`config.mk`:
```
export PLATFORM = sky130hd
export DESIGN_NAME = sb_issue_ctrl
export DESIGN_NICKNAME = d
export VERILOG_FILES = /design/src/rtl/sb_pkg.sv /design/src/rtl/sb_wb_arb.sv /design/src/rtl/sb_fu_slot.sv /design/src/rtl/sb_issue_ctrl.sv
export SDC_FILE = /design/constraint.sdc
export NUM_CORES = 1
export LEC_CHECK = 0
export ABC_AREA = 1
export BUFFER_PORTS_ARGS = -buffer_cell sky130_fd_sc_hd__buf_2
export CORE_MARGIN = 1
export CORE_UTILIZATION = 40
export DETAILED_ROUTE_END_ITERATION = 8
export PLACE_DENSITY = 0.64
export SLEW_MARGIN = 20
export SYNTH_ARGS = -nofsm -noshare
export SYNTH_HDL_FRONTEND = slang
export SYNTH_SLANG_ARGS = --single-unit
```
`constraint.sdc`:
```
create_clock -name clk_i -period 2.7 [get_ports clk_i]
set_clock_uncertainty 0.05 [all_clocks]
set_input_delay 0.135 -clock clk_i [delete_from_list [all_inputs] [get_ports clk_i]]
set_output_delay 0.135 -clock clk_i [all_outputs]
set_load 0.01 [all_outputs]
```
`src/rtl/sb_pkg.sv`:
```
package sb_pkg;
  typedef enum logic [1:0] {
    OP_INT = 2'd0,
    OP_MUL = 2'd1,
    OP_ADD = 2'd2,
    OP_DIV = 2'd3
  } op_e;
endpackage

```
`src/rtl/sb_wb_arb.sv`:
```
module sb_wb_arb #(
  parameter int N  = 5,
  parameter int UW = 3
) (
  input  logic [N-1:0]  req_i,
  output logic [N-1:0]  gnt_o,
  output logic [UW-1:0] idx_o,
  output logic          any_o
);
  // scan downward so the lowest requester is the last to be written
  always_comb begin
    gnt_o = '0;
    idx_o = '0;
    any_o = 1'b0;
    for (int i = N - 1; i >= 0; i--) begin
      if (req_i[i]) begin
        gnt_o    = '0;
        gnt_o[i] = 1'b1;
        idx_o    = UW'(i);
        any_o    = 1'b1;
      end
    end
  end
endmodule

```
`src/rtl/sb_fu_slot.sv`:
```
module sb_fu_slot #(
  parameter int RW   = 3,
  parameter int UW   = 3,
  parameter int CW   = 4,
  parameter int LAT  = 1,
  parameter int NONE = 5
) (
  input  logic          clk_i,
  input  logic          rst_ni,
  input  logic          issue_i,
  input  logic [RW-1:0] fi_i,
  input  logic [RW-1:0] fj_i,
  input  logic [RW-1:0] fk_i,
  input  logic [UW-1:0] qj_i,
  input  logic [UW-1:0] qk_i,
  input  logic          rj_i,
  input  logic          rk_i,
  input  logic          wb_valid_i,
  input  logic [UW-1:0] wb_unit_i,
  input  logic          wb_grant_i,
  output logic          busy_o,
  output logic          start_o,
  output logic          done_o,
  output logic [RW-1:0] fi_o,
  output logic [RW-1:0] fj_o,
  output logic [RW-1:0] fk_o,
  output logic          rj_o,
  output logic          rk_o
);
  logic          busy_q, run_q, done_q, rj_q, rk_q;
  logic [CW-1:0] cnt_q;
  logic [RW-1:0] fi_q, fj_q, fk_q;
  logic [UW-1:0] qj_q, qk_q;

  assign start_o = busy_q & rj_q & rk_q & ~run_q & ~done_q;

  always_ff @(posedge clk_i or negedge rst_ni) begin
    if (!rst_ni) begin
      busy_q <= 1'b0;
      run_q  <= 1'b0;
      done_q <= 1'b0;
      cnt_q  <= '0;
      fi_q   <= '0;
      fj_q   <= '0;
      fk_q   <= '0;
      qj_q   <= UW'(NONE);
      qk_q   <= UW'(NONE);
      rj_q   <= 1'b0;
      rk_q   <= 1'b0;
    end else if (issue_i) begin
      busy_q <= 1'b1;
      run_q  <= 1'b0;
      done_q <= 1'b0;
      fi_q   <= fi_i;
      fj_q   <= fj_i;
      fk_q   <= fk_i;
      qj_q   <= qj_i;
      qk_q   <= qk_i;
      rj_q   <= rj_i;
      rk_q   <= rk_i;
    end else begin
      if (wb_valid_i && qj_q == wb_unit_i) begin
        rj_q <= 1'b1;
        qj_q <= UW'(NONE);
      end
      if (wb_valid_i && qk_q == wb_unit_i) begin
        rk_q <= 1'b1;
        qk_q <= UW'(NONE);
      end
      // operands consumed: drop flags so writers of fj/fk are no longer held
      if (start_o) begin
        rj_q  <= 1'b0;
        rk_q  <= 1'b0;
        run_q <= 1'b1;
        cnt_q <= CW'(LAT);
      end
      if (run_q) begin
        cnt_q <= cnt_q - CW'(1);
        if (cnt_q == CW'(1)) begin
          run_q  <= 1'b0;
          done_q <= 1'b1;
        end
      end
      if (wb_grant_i) begin
        busy_q <= 1'b0;
        done_q <= 1'b0;
      end
    end
  end

  assign busy_o = busy_q;
  assign done_o = done_q;
  assign fi_o   = fi_q;
  assign fj_o   = fj_q;
  assign fk_o   = fk_q;
  assign rj_o   = rj_q;
  assign rk_o   = rk_q;


  issue_free_chk: assert property (@(posedge clk_i) disable iff (!rst_ni)
    issue_i |-> !busy_q);

  start_once_chk: assert property (@(posedge clk_i) disable iff (!rst_ni)
    start_o |=> !start_o);

  grant_done_chk: assert property (@(posedge clk_i) disable iff (!rst_ni)
    wb_grant_i |-> done_q);

  release_chk: assert property (@(posedge clk_i) disable iff (!rst_ni)
    wb_grant_i |=> !busy_q);
endmodule

```
`src/rtl/sb_issue_ctrl.sv`:
```
module sb_issue_ctrl
  import sb_pkg::*;
#(
  parameter int NUM_REGS = 8,
  parameter int NUM_MUL  = 2,
  parameter int LAT_INT  = 1,
  parameter int LAT_MUL  = 4,
  parameter int LAT_ADD  = 2,
  parameter int LAT_DIV  = 8,
  localparam int NUM_FU  = NUM_MUL + 3,
  localparam int RW      = $clog2(NUM_REGS),
  localparam int UW      = $clog2(NUM_FU + 1)
) (
  input  logic              clk_i,
  input  logic              rst_ni,
  input  logic              dec_valid_i,
  input  logic [1:0]        dec_op_i,
  input  logic [RW-1:0]     dec_dst_i,
  input  logic [RW-1:0]     dec_src1_i,
  input  logic [RW-1:0]     dec_src2_i,
  output logic              dec_ready_o,
  output logic [UW-1:0]     issue_fu_o,
  output logic [NUM_FU-1:0] start_o,
  output logic [NUM_FU-1:0] wb_o
);
  localparam int NONE    = NUM_FU;
  localparam int LAT_M1  = (LAT_INT > LAT_MUL) ? LAT_INT : LAT_MUL;
  localparam int LAT_M2  = (LAT_ADD > LAT_DIV) ? LAT_ADD : LAT_DIV;
  localparam int LAT_MAX = (LAT_M1 > LAT_M2) ? LAT_M1 : LAT_M2;
  localparam int CW      = $clog2(LAT_MAX + 1);

  function automatic op_e unit_op(input int u);
    if (u == 0) return OP_INT;
    if (u <= NUM_MUL) return OP_MUL;
    if (u == NUM_MUL + 1) return OP_ADD;
    return OP_DIV;
  endfunction

  function automatic int unit_lat(input int u);
    if (u == 0) return LAT_INT;
    if (u <= NUM_MUL) return LAT_MUL;
    if (u == NUM_MUL + 1) return LAT_ADD;
    return LAT_DIV;
  endfunction

  logic [UW-1:0]     owner_q [NUM_REGS];
  logic [NUM_FU-1:0] busy, done, rj, rk, war, wb_req, issue_en;
  logic [RW-1:0]     fi [NUM_FU];
  logic [RW-1:0]     fj [NUM_FU];
  logic [RW-1:0]     fk [NUM_FU];
  logic [UW-1:0]     sel, wb_idx, own1, own2, qj_n, qk_n;
  logic              found, wb_any, fire;

  always_comb begin
    sel   = '0;
    found = 1'b0;
    for (int u = NUM_FU - 1; u >= 0; u--) begin
      if (!busy[u] && unit_op(u) == op_e'(dec_op_i)) begin
        sel   = UW'(u);
        found = 1'b1;
      end
    end
  end

  assign dec_ready_o = found && owner_q[dec_dst_i] == UW'(NONE);
  assign fire        = dec_valid_i && dec_ready_o;
  assign issue_fu_o  = sel;

  // source being written back this very cycle counts as ready
  assign own1 = owner_q[dec_src1_i];
  assign own2 = owner_q[dec_src2_i];
  assign qj_n = (wb_any && own1 == wb_idx) ? UW'(NONE) : own1;
  assign qk_n = (wb_any && own2 == wb_idx) ? UW'(NONE) : own2;

  always_comb begin
    for (int u = 0; u < NUM_FU; u++) begin
      war[u] = 1'b0;
      for (int g = 0; g < NUM_FU; g++) begin
        if (g != u && ((fj[g] == fi[u] && rj[g]) || (fk[g] == fi[u] && rk[g])))
          war[u] = 1'b1;
      end
      wb_req[u]   = done[u] & ~war[u];
      issue_en[u] = fire && sel == UW'(u);
    end
  end

  sb_wb_arb #(.N(NUM_FU), .UW(UW)) u_arb (
    .req_i (wb_req),
    .gnt_o (wb_o),
    .idx_o (wb_idx),
    .any_o (wb_any)
  );

  for (genvar u = 0; u < NUM_FU; u++) begin : g_fu
    sb_fu_slot #(
      .RW(RW), .UW(UW), .CW(CW), .LAT(unit_lat(u)), .NONE(NONE)
    ) u_slot (
      .clk_i      (clk_i),
      .rst_ni     (rst_ni),
      .issue_i    (issue_en[u]),
      .fi_i       (dec_dst_i),
      .fj_i       (dec_src1_i),
      .fk_i       (dec_src2_i),
      .qj_i       (qj_n),
      .qk_i       (qk_n),
      .rj_i       (qj_n == UW'(NONE)),
      .rk_i       (qk_n == UW'(NONE)),
      .wb_valid_i (wb_any),
      .wb_unit_i  (wb_idx),
      .wb_grant_i (wb_o[u]),
      .busy_o     (busy[u]),
      .start_o    (start_o[u]),
      .done_o     (done[u]),
      .fi_o       (fi[u]),
      .fj_o       (fj[u]),
      .fk_o       (fk[u]),
      .rj_o       (rj[u]),
      .rk_o       (rk[u])
    );
  end

  always_ff @(posedge clk_i or negedge rst_ni) begin
    if (!rst_ni) begin
      for (int r = 0; r < NUM_REGS; r++) owner_q[r] <= UW'(NONE);
    end else begin
      for (int r = 0; r < NUM_REGS; r++)
        if (wb_any && owner_q[r] == wb_idx) owner_q[r] <= UW'(NONE);
      if (fire) owner_q[dec_dst_i] <= sel;
    end
  end


  wb_onehot_chk: assert property (@(posedge clk_i) disable iff (!rst_ni)
    $onehot0(wb_o));

  owner_set_chk: assert property (@(posedge clk_i) disable iff (!rst_ni)
    fire |=> owner_q[$past(dec_dst_i)] == $past(sel));
endmodule

```
### After elaboration in Yosys (flattened, before gate mapping)

Cells that the tools add are included.

* register bits after elaboration: 144
* input port bits: 14
* word-level logic and storage cells: 523
* output and inout bits: 14

* bitwise logic cells: 48
* order comparisons: 4
* reduce and logical (&&, ||, !) cells: 150
* add/subtract/negate cells: 5
* mux-type cells: 178
* equal/unequal tests: 75

Operators with widths (number)
* $eq 3x3->1: 60
* $mux 3: 47
* $mux 1: 110
* $logic_and 1x1->1: 73
* $reduce_bool 3->1: 20
* $mux 4: 10
* $reduce_bool 2->1: 20
* $bmux 3 s3: 3
* $and 1x1->1: 25
* $mux 5: 5
* $bwmux 24: 1
* $mux 24: 1
* $eq 4x1->1 const B: 5
* $logic_or 1x1->1: 20
* $not 1->1: 20
* $reduce_and 2->1: 10
* $sub 4x1->4 const B: 5
* $eq 3x3->1 const B: 4
* $ge 4x4->1 const B: 3
* $not 3->4: 3
* $demux 3 s3: 1
* $eq 3x2->1 const B: 2
* $logic_not 1->1: 5
* $eq 2x2->1 const A: 2
* 5 further kinds: 5

### Longest topological paths before layout

Gate-level depths: netlist of run 1.

* word-level depth: 19
* gate-level depth with buffers: 20
* gate-level depth less buffers: 18

### Hierarchy

Synthesis of run 1 repeated with hierarchy kept, for this count alone.

* cells, all modules: 1703
* area total of the unflattened synthesis: 10796.6 um^2

By module, submodules not included
* sb_issue_ctrl: cells each 832, area an instance 4394.2 um^2, seq. area each 620.6 um^2, instances 1
* sb_fu_slot at g_fu[1].u_slot ...: cells each 169, area an instance 1263.7 um^2, seq. area each 605.6 um^2, instances 2
* sb_fu_slot at g_fu[0].u_slot: cells each 171, area an instance 1266.2 um^2, seq. area each 605.6 um^2, instances 1
* sb_fu_slot at g_fu[3].u_slot: cells each 170, area an instance 1263.7 um^2, seq. area each 605.6 um^2, instances 1
* sb_fu_slot at g_fu[4].u_slot: cells each 174, area an instance 1260.0 um^2, seq. area each 605.6 um^2, instances 1
* sb_wb_arb: cells each 18, area an instance 85.1 um^2, seq. area each 0.0 um^2, instances 1

### Worst setup path after synthesis of run 1

OpenSTA, ideal clock, no wires.

* kind: flip-flop to flip-flop
* start point: register g_fu[4].u_slot.busy_q
* end point: register owner_q[22] (netlist name)
* data arrival time: 1940 ps
* data required time: 2528 ps
* period minus slack after synthesis: 2113 ps
* cell stages (with the launch flop): 12
* path buffers: 1
* path slack: 587 ps
* cells stage by stage: dfrtp_1 -> nor3_2 -> inv_2 -> nand2_1 -> nor3_1 -> nor2_2 -> and2_1 -> buf_4 -> nand2_2 -> or2_1 -> nor2_1 -> a21oi_1

* longest elaborated chain between the ends: 10

RTL lines
* from (decl): RTL line sb_fu_slot.sv:30 `logic busy_q, run_q, done_q, rj_q, rk_q;`
* from (signal assigned): RTL line sb_fu_slot.sv:39 `busy_q <= 1'b0;`
* from (signal assigned): RTL line sb_fu_slot.sv:51 `busy_q <= 1'b1;`
* from (signal assigned): RTL line sb_fu_slot.sv:85 `busy_q <= 1'b0;`
* $logic_not 1->1: RTL line sb_issue_ctrl.sv:58 `if (!busy[u] && unit_op(u) == op_e'(dec_op_i)) begin`
* $logic_and 1x1->1: RTL line sb_issue_ctrl.sv:58
* $mux 1 (5 in series): RTL line sb_issue_ctrl.sv:58
* $logic_and 1x1->1: RTL line sb_issue_ctrl.sv:65 `assign dec_ready_o = found && owner_q[dec_dst_i] == UW'(NONE);`
* named net dec_ready_o: RTL line sb_issue_ctrl.sv:21 `output logic dec_ready_o,`
* $logic_and 1x1->1: RTL line sb_issue_ctrl.sv:66 `assign fire = dec_valid_i && dec_ready_o;`
* $mux 24: RTL line sb_issue_ctrl.sv:128 `if (fire) owner_q[dec_dst_i] <= sel;`
* to (signal, indexed assignment): RTL line sb_issue_ctrl.sv:128
* to (decl): RTL line sb_issue_ctrl.sv:46 `logic [UW-1:0] owner_q [NUM_REGS];`

The timed path passes the listed nets, and every way through them passes these cells.
A chain may end at the register's enable or synchronous reset.

### Final worst setup path of run 1

* start point: register g_fu[3].u_slot.fi_q[1]
* end point: output port wb_o[4]

* longest elaborated chain between the ends: 13
* elaborated cells on any way between the ends: 30
* classes of those cells: eq/ne: 8; mux: 8; bitwise: 2; reduce/logical: 12

RTL lines
* from (decl): RTL line sb_fu_slot.sv:32 `logic [RW-1:0] fi_q, fj_q, fk_q;`
* from (signal assigned): RTL line sb_fu_slot.sv:54 `fi_q <= fi_i;`
* $eq 3x3->1: RTL line sb_issue_ctrl.sv:79 `if (g != u && ((fj[g] == fi[u] && rj[g]) || (fk[g] == fi[u] && rk[g])))`
* $logic_and 1x1->1: RTL line sb_issue_ctrl.sv:79
* $logic_or 1x1->1: RTL line sb_issue_ctrl.sv:79
* $mux 1 (3 in series): RTL line sb_issue_ctrl.sv:79
* $mux 1 *: RTL line sb_issue_ctrl.sv:79
* $not 1->1 *: RTL line sb_issue_ctrl.sv:82 `wb_req[u] = done[u] & ~war[u];`
* $and 1x1->1 *: RTL line sb_issue_ctrl.sv:82
* $mux 5 * (4 in series): RTL line sb_wb_arb.sv:16 `if (req_i[i]) begin`
* to (decl): RTL line sb_issue_ctrl.sv:24 `output logic [NUM_FU-1:0] wb_o`

Every way passes the cells marked *; elsewhere a longest branch is shown, timed or not.

==> impl_metrics.yaml, run 1 <==
status:
  status: "completed"
yosys:
  synthesis.nets: 1548
  async_set_or_reset_register_ratio_after_synthesis: 1.000
  synth_edf_count: 0
  synth-seq-area-share: 0.3577
  synth_top_flop_cell: "dfrtp_1"
  netlist_instances: 1524
  synth.lib_cells_used.distinct: 50
  avg_cell_area_syn_sq_um: 6.693
  yosysWarningCount: 0
  syn-cell-area_sq_mm: 0.01020
  yosys_register_bits: 144
clocking:
  clk-insertion-delay-late_ns: 0.44
  clock_tree.htree_level_count: 4
  cts_tree: "yes"
  clock-root-buffer: "clkbuf_16"
  cts_buffers: 17
  clock-sinks: 144
  cts.clk_slew.worst_paths_ns: 0.06
  ctsLongestPathBuffers: 2
grt:
  grt_max_degree: 90
  antenna_found_initial: 0
  first_pass_grt_wire_length_um: 51880
  global_route.usage.total: 0.2602
  grt_pass1_vias: 9266
  grt.overflow.total: 0
placed_design:
  portBuffers: 27
  post-place-cells: 1879
  placedInstanceArea_sq_mm: 0.01086
  post-dp-hpwl_um: 24660
  globalplace.congestion: 1.013
  dp_worst_setup_slack_ns: 0.02863
route:
  finalWirelength_um: 33210
  route.detailed.drc: 0
  wl_met3_um: 2106
  detail_route.vias_per_cell: 5.199
  detailedRoute.firstIterationViolations: 934
  highest-signal-layer: "met4"
  detail-route-antenna-nets: 0
  wl_per_cell_um: 17.23
  routedLengthMet1_um: 14700
  vias: 10020
  wl_met2_um: 15420
  drt_pre_antenna_iters: 6
sta:
  timing.final.crit_period_ns: 2.603
  fmax_achieved_ghz: 0.3842
  transition_time_at_the_pin_with_the_least_slew_margin_ns: 0.5970
  layout_worst_path_cycle_share: 0.9639
  worst_hold_slack_ns: 0.06702
  slew_viol_final: 0
  setup-violations-final: 0
  max_slew_margin: 0.6016
  number_of_endpoints_with_negative_hold_slack_in_the_final_report: 0
  setup_ws_ns: 0.09741
  tns_ns: 0
die:
  core_area_sq_mm: 0.02511
  num_rows: 58
  floorplan.io_pins: 28
  die_width_um: 161.7
  die-height_um: 161.7
  dieArea_sq_mm: 0.02614
  initial_utilization: 0.4062
critical_path:
  cpLargestDelayFamily: "simple AND/OR/NAND/NOR gates"
  cp.buffers_inverters: 5
  cell_by_cell_listing_of_the_critical_path: "buf_6 > a21oi_4 > nand2_1 > nor2_2 > nor2_1 > nand2_1 > inv_2 > nand2_4 > nand2_4 > nor2_4 > nand2_8 > buf_6 > inv_1 > buf_2"
  critPathLaunchType: "register"
  cp.arrival_ns: 2.42
  cpPeakStageDelay_ns: 0.45
  required_time_at_the_worst_slack_endpoint_ns: 2.52
  critical_path_peak_fanout: 5
  path_type_of_the_worst_setup_path: "register to output pin"
  crit_slowest_cell: "dfrtp_2"
  setup.worst_path.end_class: "output pin"
cells_and_area:
  mostFrequentLayoutCells: "476 x nand2_1, 179 x inv_1, 142 x nor2_1"
  post-route-cell-area_sq_mm: 0.01184
  n_antenna_cell: 0
  nFillCells: 2599
  layout_cell_share_with_drive_strength_beyond_1: 0.1822
  finalNetCount: 1608
  layout_commonest_cell: "nand2_1"
  finalNonFillerCells: 1927
  area_growth_pct: 16.08
power_and_ir_drop:
  vdd_ir_drop_max_uv: 489.4
  powerDensity_mw_per_mm2: 1331
  leakagePower_nw: 6.222
flow_run:
  max-cap-violations: 0
worst_hold_path:
  holdCritPathClass: "input port to register"
## state kept, by name (all words and copies together) (netlist names)
name                flops
owner_q                24
g_fu.u_slot.fi_o       15
g_fu.u_slot.run_q       5
g_fu.u_slot.busy_o      5
g_fu.u_slot.qk_q       15
g_fu.u_slot.fk_o       15
g_fu.u_slot.cnt_q      20
g_fu.u_slot.rj_o        5
g_fu.u_slot.rk_o        5
g_fu.u_slot.done_o      5
g_fu.u_slot.fj_o       15
g_fu.u_slot.qj_q       15
## cell usage after synthesis, types with 2 or more instances
library cell / number / area, sq um
nand2_1: 487 / 1828
inv_1: 184 / 690.7
nor2_1: 153 / 574.3
nand3_1: 116 / 580.6
dfrtp_1: 108 / 2703
o21ai_0: 85 / 425.4
a21oi_1: 51 / 255.2
dfstp_2: 36 / 945.9
o21ai_1: 32 / 160.2
xor2_1: 26 / 227.7
xnor2_1: 23 / 201.4
buf_4: 22 / 165.2
buf_2: 20 / 100.1
clkbuf_1: 19 / 71.32
inv_2: 16 / 60.06
a22oi_1: 15 / 112.6
nor3_1: 15 / 75.07
ha_1: 10 / 125.1
nand2_2: 10 / 62.56
nor2_2: 10 / 62.56
buf_6: 8 / 90.09
nand4_1: 8 / 50.05
o22ai_1: 8 / 50.05
nand2_4: 7 / 78.83
nand3_2: 6 / 60.06
a21oi_2: 4 / 35.03
mux2i_1: 4 / 40.04
nor4_1: 4 / 25.02
a211oi_1: 3 / 22.52
clkbuf_2: 3 / 15.01
nand3b_1: 3 / 22.52
nor2_4: 3 / 33.78
o211ai_1: 3 / 22.52
or2_1: 3 / 18.77
a21oi_4: 2 / 32.53
nor3_2: 2 / 20.02
o31ai_1: 2 / 15.01
## power by group
group / internal, mW / switching (mW) / total [mW] / leakage, nW
Clock: 1.42 / 1.09 / 2.51 / 0.291
Combinational: 3.40 / 5.51 / 8.91 / 4.20
Sequential: 3.22 / 1.12 / 4.34 / 1.73
## path summary, 6_finish.rpt
path | from | slack (ns) | end | cells after the start
worst min register to register | g_fu[2].u_slot.cnt_q[2]$_DFFE_PN0P_ | 0.44 | g_fu[2].u_slot.cnt_q[2]$_DFFE_PN0P_ | 2
max in group asynchronous | rst_ni | 1.65 | g_fu[0].u_slot.qk_q[0]$_DFFE_PN1P_ | 3
min in group asynchronous | rst_ni | 0.11 | g_fu[1].u_slot.fj_o[1]$_DFFE_PN0P_ | 2
worst max-delay path | g_fu[3].u_slot.fi_o[1]$_DFFE_PN0P_ | 0.1 | wb_o[4] | 14
worst max register to register | g_fu[3].u_slot.fi_o[1]$_DFFE_PN0P_ | 0.12 | g_fu[2].u_slot.qj_q[1]$_DFFE_PN0P_ | 18
worst min-delay path | dec_dst_i[0] | 0.07 | g_fu[1].u_slot.fi_o[0]$_DFFE_PN0P_ | 3
## worst reg2reg max path, delay by kind of cell, from the launching register on
family                 cells  cell delay, ns
buffers and inverters      4            0.43
AND/OR/NAND/NOR           12            1.29
flip-flops                 1            0.45
AO/OA/AOI/OAI              2            0.25
## metrics by stage
step	util	power [mW]
6_report	0.4715	15.76
4_1_cts	0.4590	15.11
5_1_grt	0.4715	16.97
2_1_floorplan	-	9.999
3_3_place_gp	0.4326	12.33
3_5_place_dp	0.4326	12.47
## repair_timing
| item | CTS | global route |
|---|---|---|
| hold endpoints to repair | 47 | 0 |
| hold buffers | 1 | 0 |
| pin swaps | 2 | 16 |
| gates resized for setup | 6 | 54 |
| cloned | 0 | 2 |
| setup buffers | 2 | 11 |
| endpoints found under the setup margin | 3 | 81 |
## kinds of logic (layout without fill, tap and decap cells)
family                     after synthesis  in the layout  synth area share
and+or+nand+nor                        834            834            0.3502
buffers and inverters                  273            346            0.1175
xor gates and xnor gates                49             49           0.04208
DFF                                    144            144            0.3577
muxes                                    4              4          0.003926
adders and majority gates               10             10           0.01227
AOI/OAI and AO/OA                      210            210            0.1163
## per-layer routing
metal  track usage  vias to the layer above
li1              -                     4891
met1        0.3522                     4703
met2        0.4242                      364
met3       0.03626                       61
met4       0.09305                        0
met5             0                        -
## area by class of cell
type | count | area, sq um | share of cell area
timing repair buffer | 113 | 905.9 | 0.07651
clock inverter | 14 | 168.9 | 0.01427
tap | 330 | 412.9 | 0.03487
multi-input combinational | 1107 | 5488 | 0.4635
sequential | 144 | 3661 | 0.3092
clock buffer | 18 | 439.2 | 0.03709
inverter | 201 | 764.5 | 0.06457
(Power assumes the default switching activity.)
==> inputs of run 2 (changes only) <==
--- a/config.mk
+++ b/config.mk
@@ -7,10 +7,13 @@
 export LEC_CHECK = 0
 export ABC_AREA = 1
 export BUFFER_PORTS_ARGS = -buffer_cell sky130_fd_sc_hd__buf_2
+export CELL_PAD_IN_SITES_DETAIL_PLACEMENT = 0
+export CELL_PAD_IN_SITES_GLOBAL_PLACEMENT = 1
+export CORE_ASPECT_RATIO = 1.4
 export CORE_MARGIN = 1
 export CORE_UTILIZATION = 40
 export DETAILED_ROUTE_END_ITERATION = 8
-export PLACE_DENSITY = 0.64
+export PLACE_DENSITY = 0.81
 export SLEW_MARGIN = 20
 export SYNTH_ARGS = -nofsm -noshare
 export SYNTH_HDL_FRONTEND = slang
==> run 2 against run 1 <==
Against the previous run: worst setup slack worse by 0.059 ns; critical path depth is 4 lower; non-clock buffer count grew 30; critical path type unchanged; largest power group unchanged; highest routed layer unchanged.
==> impl_metrics.yaml, run 2 (synthesis gave the netlist of run 1 again) <==
clocking:
  cts_tree: "yes"
  ctsLongestPathBuffers: 2
  cts.clk_slew.worst_paths_ns: 0.06
  clock-root-buffer: "clkbuf_16"
  clock-sinks: 144
  clock_tree.htree_level_count: 4
  cts_buffers: 17
  clk-insertion-delay-late_ns: 0.44
route:
  vias: 10100
  detail_route.vias_per_cell: 5.193
  detailedRoute.firstIterationViolations: 742
  wl_per_cell_um: 18.29
  route.detailed.drc: 0
  drt_pre_antenna_iters: 5
  detail-route-antenna-nets: 0
  finalWirelength_um: 35560
cells_and_area:
  mostFrequentLayoutCells: "477 x nand2_1, 174 x inv_1, 147 x nor2_1"
  top_regs: "owner_q: 24 flops, g_fu.u_slot.cnt_q: 20 flops"
  register_area_sq_mm: 0.003669
  post-route-cell-area_sq_mm: 0.01206
  top_register: "owner_q"
  area_growth_pct: 18.20
  finish.utilization: 0.4853
  finalNetCount: 1640
  layout_cell_share_with_drive_strength_beyond_1: 0.2026
  largest_reg_flops: 24
  nFillCells: 2546
  n_antenna_cell: 0
  layout_commonest_cell: "nand2_1"
  multiInputGateArea_sq_mm: 0.005504
sta:
  number_of_endpoints_with_negative_hold_slack_in_the_final_report: 0
  transition_time_at_the_pin_with_the_least_slew_margin_ns: 0.6850
  setup_ws_ns: 0.03795
  fmax_achieved_ghz: 0.3757
  worst_hold_slack_ns: 0.05829
  slew_viol_final: 0
  timing.final.crit_period_ns: 2.662
  setup-violations-final: 0
  setup_repair_after_global_routing_missed_its_margin: "true"
  layout_worst_path_cycle_share: 0.9859
  max_slew_margin: 0.5392
critical_path:
  critical_path_peak_fanout: 10
  setup.worst_path.end_class: "output pin"
  path_type_of_the_worst_setup_path: "register to output pin"
  critPathLaunchType: "register"
  required_time_at_the_worst_slack_endpoint_ns: 2.52
  cp.arrival_ns: 2.48
grt:
  global_route.usage.total: 0.2792
  antenna_found_initial: 0
  grt_pass1_vias: 9655
  grt.overflow.total: 0
  grt_max_degree: 64
  first_pass_grt_wire_length_um: 53900
die:
  num_rows: 68
  dieArea_sq_mm: 0.02615
  floorplan.io_pins: 28
  die_width_um: 137.0
  die-height_um: 190.9
  initial_utilization: 0.4106
  core_area_sq_mm: 0.02484
status:
  status: "completed"
worst_hold_path:
  holdCritPathClass: "input port to register"
power_and_ir_drop:
  vdd_ir_drop_max_uv: 701.5
  totalPowerFinal_mw: 16.16
  powerDensity_mw_per_mm2: 1340
  leakagePower_nw: 6.350
placed_design:
  globalplace.congestion: 0.9969
  post-dp-hpwl_um: 26170
  portBuffers: 27
  placedInstanceArea_sq_mm: 0.01102
  dp_worst_setup_slack_ns: -0.06363
flow_run:
  max-cap-violations: 0
-- run 2: cell types whose count changed in the layout (fill, tap and decap cells not counted), moves of 5 or more --
cell,previous run,this run
buf_4,73,94
buf_6,4,13
clkinv_2,0,5
dfrtp_1,98,92
dfrtp_2,10,16
inv_1,179,174
nor2_1,142,147
nor2_2,21,15
-- run 2: layer usage --
layer	global-route usage	wire length (um)
met5	0	0
met1	0.3286	14250
met4	0.1555	1773
met2	0.4817	18100
met3	0.03951	1436
-- run 2: cell type report --
cell class	instances	area share
inverters	201	0.06403
clock inverters	13	0.009340
clock buffers	19	0.03674
multi-input cells	1109	0.4565
repair buffers	143	0.09641
flip-flops and latches	144	0.3043
well taps	315	0.03269
-- run 2: critical path, stage by stage (launching register included) --
cell	delay, ns
dfrtp_2	0.45
buf_4	0.19
o21ai_0	0.16
nor3_1	0.08
nor2_1	0.23
nand3_2	0.19
nor2_4	0.27
nand2_8	0.14
buf_4	0.16
inv_1	0.04
buf_2	0.12
-- run 2: worst paths after layout --
path | depth (start not counted) | end | slack, ns | startpoint
max in group asynchronous | 3 | g_fu[1].u_slot.fj_o[0]$_DFFE_PN0P_ | 1.46 | rst_ni
worst min-delay path | 3 | g_fu[4].u_slot.busy_o$_DFFE_PN0N_ | 0.06 | dec_valid_i
worst min register to register | 2 | g_fu[2].u_slot.cnt_q[2]$_DFFE_PN0P_ | 0.45 | g_fu[2].u_slot.cnt_q[2]$_DFFE_PN0P_
min in group asynchronous | 2 | owner_q[13]$_DFF_PN0_ | 0.20 | rst_ni
worst max register to register | 16 | g_fu[1].u_slot.rk_o$_DFFE_PN0P_ | 0.10 | g_fu[4].u_slot.fi_o[0]$_DFFE_PN0P_
worst max-delay path | 10 | wb_o[4] | 0.04 | g_fu[4].u_slot.fi_o[0]$_DFFE_PN0P_
-- run 2: timing repair --
action / in CTS / in global routing
hold buffers: 2 / 0
hold endpoints to repair: 33 / 0
gates resized for setup: 10 / 71
setup buffers: 0 / 27
setup endpoints to repair: 44 / 81
cloned: 0 / 3
pin swaps: 0 / 19
-- run 2: metrics by stage --
step,setup TNS (ns),instances
2_1_floorplan,0,1524
3_3_place_gp,-0.9953,1882
3_5_place_dp,-1.114,1882
4_1_cts,0,1916
5_1_grt,-0.1576,1944
6_report,0,1944
-- run 2: where the power goes --
part           internal (mW)  switching, mW  total (mW)
Clock                   1.29          0.990        2.28
Sequential              3.23           1.11        4.34
Combinational           3.76           5.78        9.54
Total                   8.28           7.88        16.2
==> inputs of run 3 (changes only) <==
--- a/config.mk
+++ b/config.mk
@@ -6,7 +6,7 @@
 export NUM_CORES = 1
 export LEC_CHECK = 0
 export ABC_AREA = 1
-export BUFFER_PORTS_ARGS = -buffer_cell sky130_fd_sc_hd__buf_2
+export BUFFER_PORTS_ARGS = -buffer_cell sky130_fd_sc_hd__buf_4
 export CELL_PAD_IN_SITES_DETAIL_PLACEMENT = 0
 export CELL_PAD_IN_SITES_GLOBAL_PLACEMENT = 1
 export CORE_ASPECT_RATIO = 1.4
==> run 3 against run 2 <==
Against the previous run: sequential power barely moved; clock power rose by 11%; power fell by 0.46%; sequential cell count did not move; critical path type unchanged; critical endpoint is now wb_o[3]; largest cell class unchanged.
==> impl_metrics.yaml, run 3 (synthesis gave the netlist of run 1 again) <==
route:
  finalWirelength_um: 34870
  detail_route.vias_per_cell: 5.270
  route.detailed.drc: 0
  detail-route-antenna-nets: 0
  detailedRoute.firstIterationViolations: 746
  wl_per_cell_um: 18.20
  drt_pre_antenna_iters: 8
  vias: 10100
die:
  initial_utilization: 0.4106
  core_area_sq_mm: 0.02484
  dieArea_sq_mm: 0.02615
  die-height_um: 190.9
  die_width_um: 137.0
  num_rows: 68
  floorplan.io_pins: 28
grt:
  antenna_found_initial: 0
  global_route.usage.total: 0.2805
  first_pass_grt_wire_length_um: 54370
  grt_pass1_vias: 9751
  grt_max_degree: 60
  grt.overflow.total: 0
cells_and_area:
  post-route-cell-area_sq_mm: 0.01195
  finalNetCount: 1612
  layout_commonest_cell: "nand2_1"
  area_growth_pct: 17.16
  finalNonFillerCells: 1916
  largest_reg_flops: 24
  top_regs: "owner_q: 24 flops, g_fu.u_slot.cnt_q: 20 flops"
  mostFrequentLayoutCells: "476 x nand2_1, 177 x inv_1, 146 x nor2_1"
  top_register: "owner_q"
  layout_cell_share_with_drive_strength_beyond_1: 0.1818
  n_antenna_cell: 0
critical_path:
  critPathLaunchType: "register"
  critical_path_peak_fanout: 6
  required_time_at_the_worst_slack_endpoint_ns: 2.52
  worstReg2RegStart: "g_fu[4].u_slot.fj_o[2]$_DFFE_PN0P_"
  cp.arrival_ns: 2.44
  worst_r2r_path_depth: 18
  setup.worst_path.end_class: "output pin"
  path_type_of_the_worst_setup_path: "register to output pin"
  timing_startpoint_of_the_critical_path: "g_fu[1].u_slot.fi_o[1]$_DFFE_PN0P_"
flow_run:
  max-cap-violations: 0
clocking:
  cts.clk_slew.worst_paths_ns: 0.07
  ctsLongestPathBuffers: 2
  clk-insertion-delay-late_ns: 0.44
  cts_buffers: 17
  cts_tree: "yes"
  clock-root-buffer: "clkbuf_16"
  clock_tree.htree_level_count: 4
  clock-sinks: 144
status:
  status: "completed"
power_and_ir_drop:
  clkPwrFrac: 0.158
  internal-power_mw: 8.253
  vdd_ir_drop_max_uv: 758.4
  powerDensity_mw_per_mm2: 1346
  power.share.combinational: 0.570
  leakagePower_nw: 6.271
  netSwitchingFraction: 0.4869
  power.sequential.fraction: 0.272
  net-switching-power_mw: 7.830
sta:
  max_slew_margin: 0.5698
  setup_repair_after_global_routing_missed_its_margin: "true"
  setup-violations-final: 0
  transition_time_at_the_pin_with_the_least_slew_margin_ns: 0.6394
  slew_viol_final: 0
  fmax_achieved_ghz: 0.3809
  number_of_endpoints_with_negative_hold_slack_in_the_final_report: 0
  layout_worst_path_cycle_share: 0.9723
  timing.final.crit_period_ns: 2.625
worst_hold_path:
  holdCritPathClass: "input port to register"
  worst_hold_path.num_cells: 3
  hp-start: "dec_dst_i[2]"
placed_design:
  post-dp-hpwl_um: 26310
  portBuffers: 27
  post-place-cells: 1875
  globalplace.congestion: 1.014
  placedInstanceArea_sq_mm: 0.01105
==> run 3: cell type report <==
cell class	instances	area, sq um
Clock buffer	17	425.4
Clock inverter	15	198.9
Fill cell	2558	12890
Inverter	201	768.2
Multi-Input combinational cell	1108	5485
Sequential cell	144	3659
Tap cell	315	394.1
Timing Repair Buffer	116	1020
==> run 3: worst max-delay path: stages, from the launching register on <==
cell and delay (ns):
dfrtp_1 0.38, buf_6 0.14, buf_12 0.13, o211ai_1 0.30, nor2_4 0.11, nor2_2 0.16, nand3_2 0.15, nand2_4 0.14
inv_8 0.07, buf_4 0.14, nand2_2 0.09, inv_1 0.07, buf_4 0.14
==> run 3: power by group through the flow <==
stage | clock, mW | sequential [mW] | combinational [mW]
floorplan | 0 | 3.81 | 6.19
global placement | 0 | 4.35 | 8.50
detailed placement | 0 | 4.36 | 8.55
CTS | 2.58 | 4.34 | 8.62
global route | 2.66 | 4.48 | 10.2
finish | 2.54 | 4.37 | 9.16
==> run 3: path summary, 6_finish.rpt <==
| check | endpoint | slack [ns] |
|---|---|---|
| max | wb_o[3] | 0.07 |
| min | g_fu[2].u_slot.fi_o[2]$_DFFE_PN0P_ | 0.09 |
| max reg2reg | g_fu[3].u_slot.qj_q[0]$_DFFE_PN1P_ | 0.11 |
| min reg2reg | g_fu[2].u_slot.cnt_q[2]$_DFFE_PN0P_ | 0.45 |
| max in group asynchronous | g_fu[3].u_slot.qj_q[2]$_DFFE_PN1P_ | 1.54 |
| min in group asynchronous | owner_q[10]$_DFF_PN0_ | 0.20 |
==> run 3: timing repair <==
item / CTS / global route
hold endpoints to repair: 57 / 0
buffers inserted: 0 / 8
gates cloned: 0 / 1
gates resized for setup: 7 / 54
endpoints found under the setup margin: 27 / 68
hold buffers: 1 / 0
pin swaps: 0 / 9
==> run 3: per-stage QoR <==
stage / total power, mW / setup TNS [ns] / setup slack (ns) / hold WS (ns) / util
final: 16.08 / 0 / 0.07492 / 0.09415 / 0.4810
after global routing: 17.33 / -0.4489 / -0.04620 / 0.09957 / 0.4810
after CTS: 15.55 / 0 / 0.02259 / 0.07350 / 0.4711
after detailed placement: 12.91 / -0.1462 / -0.02765 / 0.1089 / 0.4450
after global placement: 12.85 / -0.1376 / -0.03000 / 0.09842 / 0.4450
after floorplan: 9.999 / 0 / 0.5873 / -0.2106 / -
==> run 3: routing by layer <==
| layer | vias up | part of all wire | global-route usage |
|---|---|---|---|
| met4 | 0 | 0.051 | 0.1543 |
| met2 | 286 | 0.51 | 0.4930 |
| met5 | - | 0 | 0 |
| met1 | 4801 | 0.40 | 0.3250 |
| met3 | 95 | 0.040 | 0.03713 |
| li1 | 4915 | - | - |
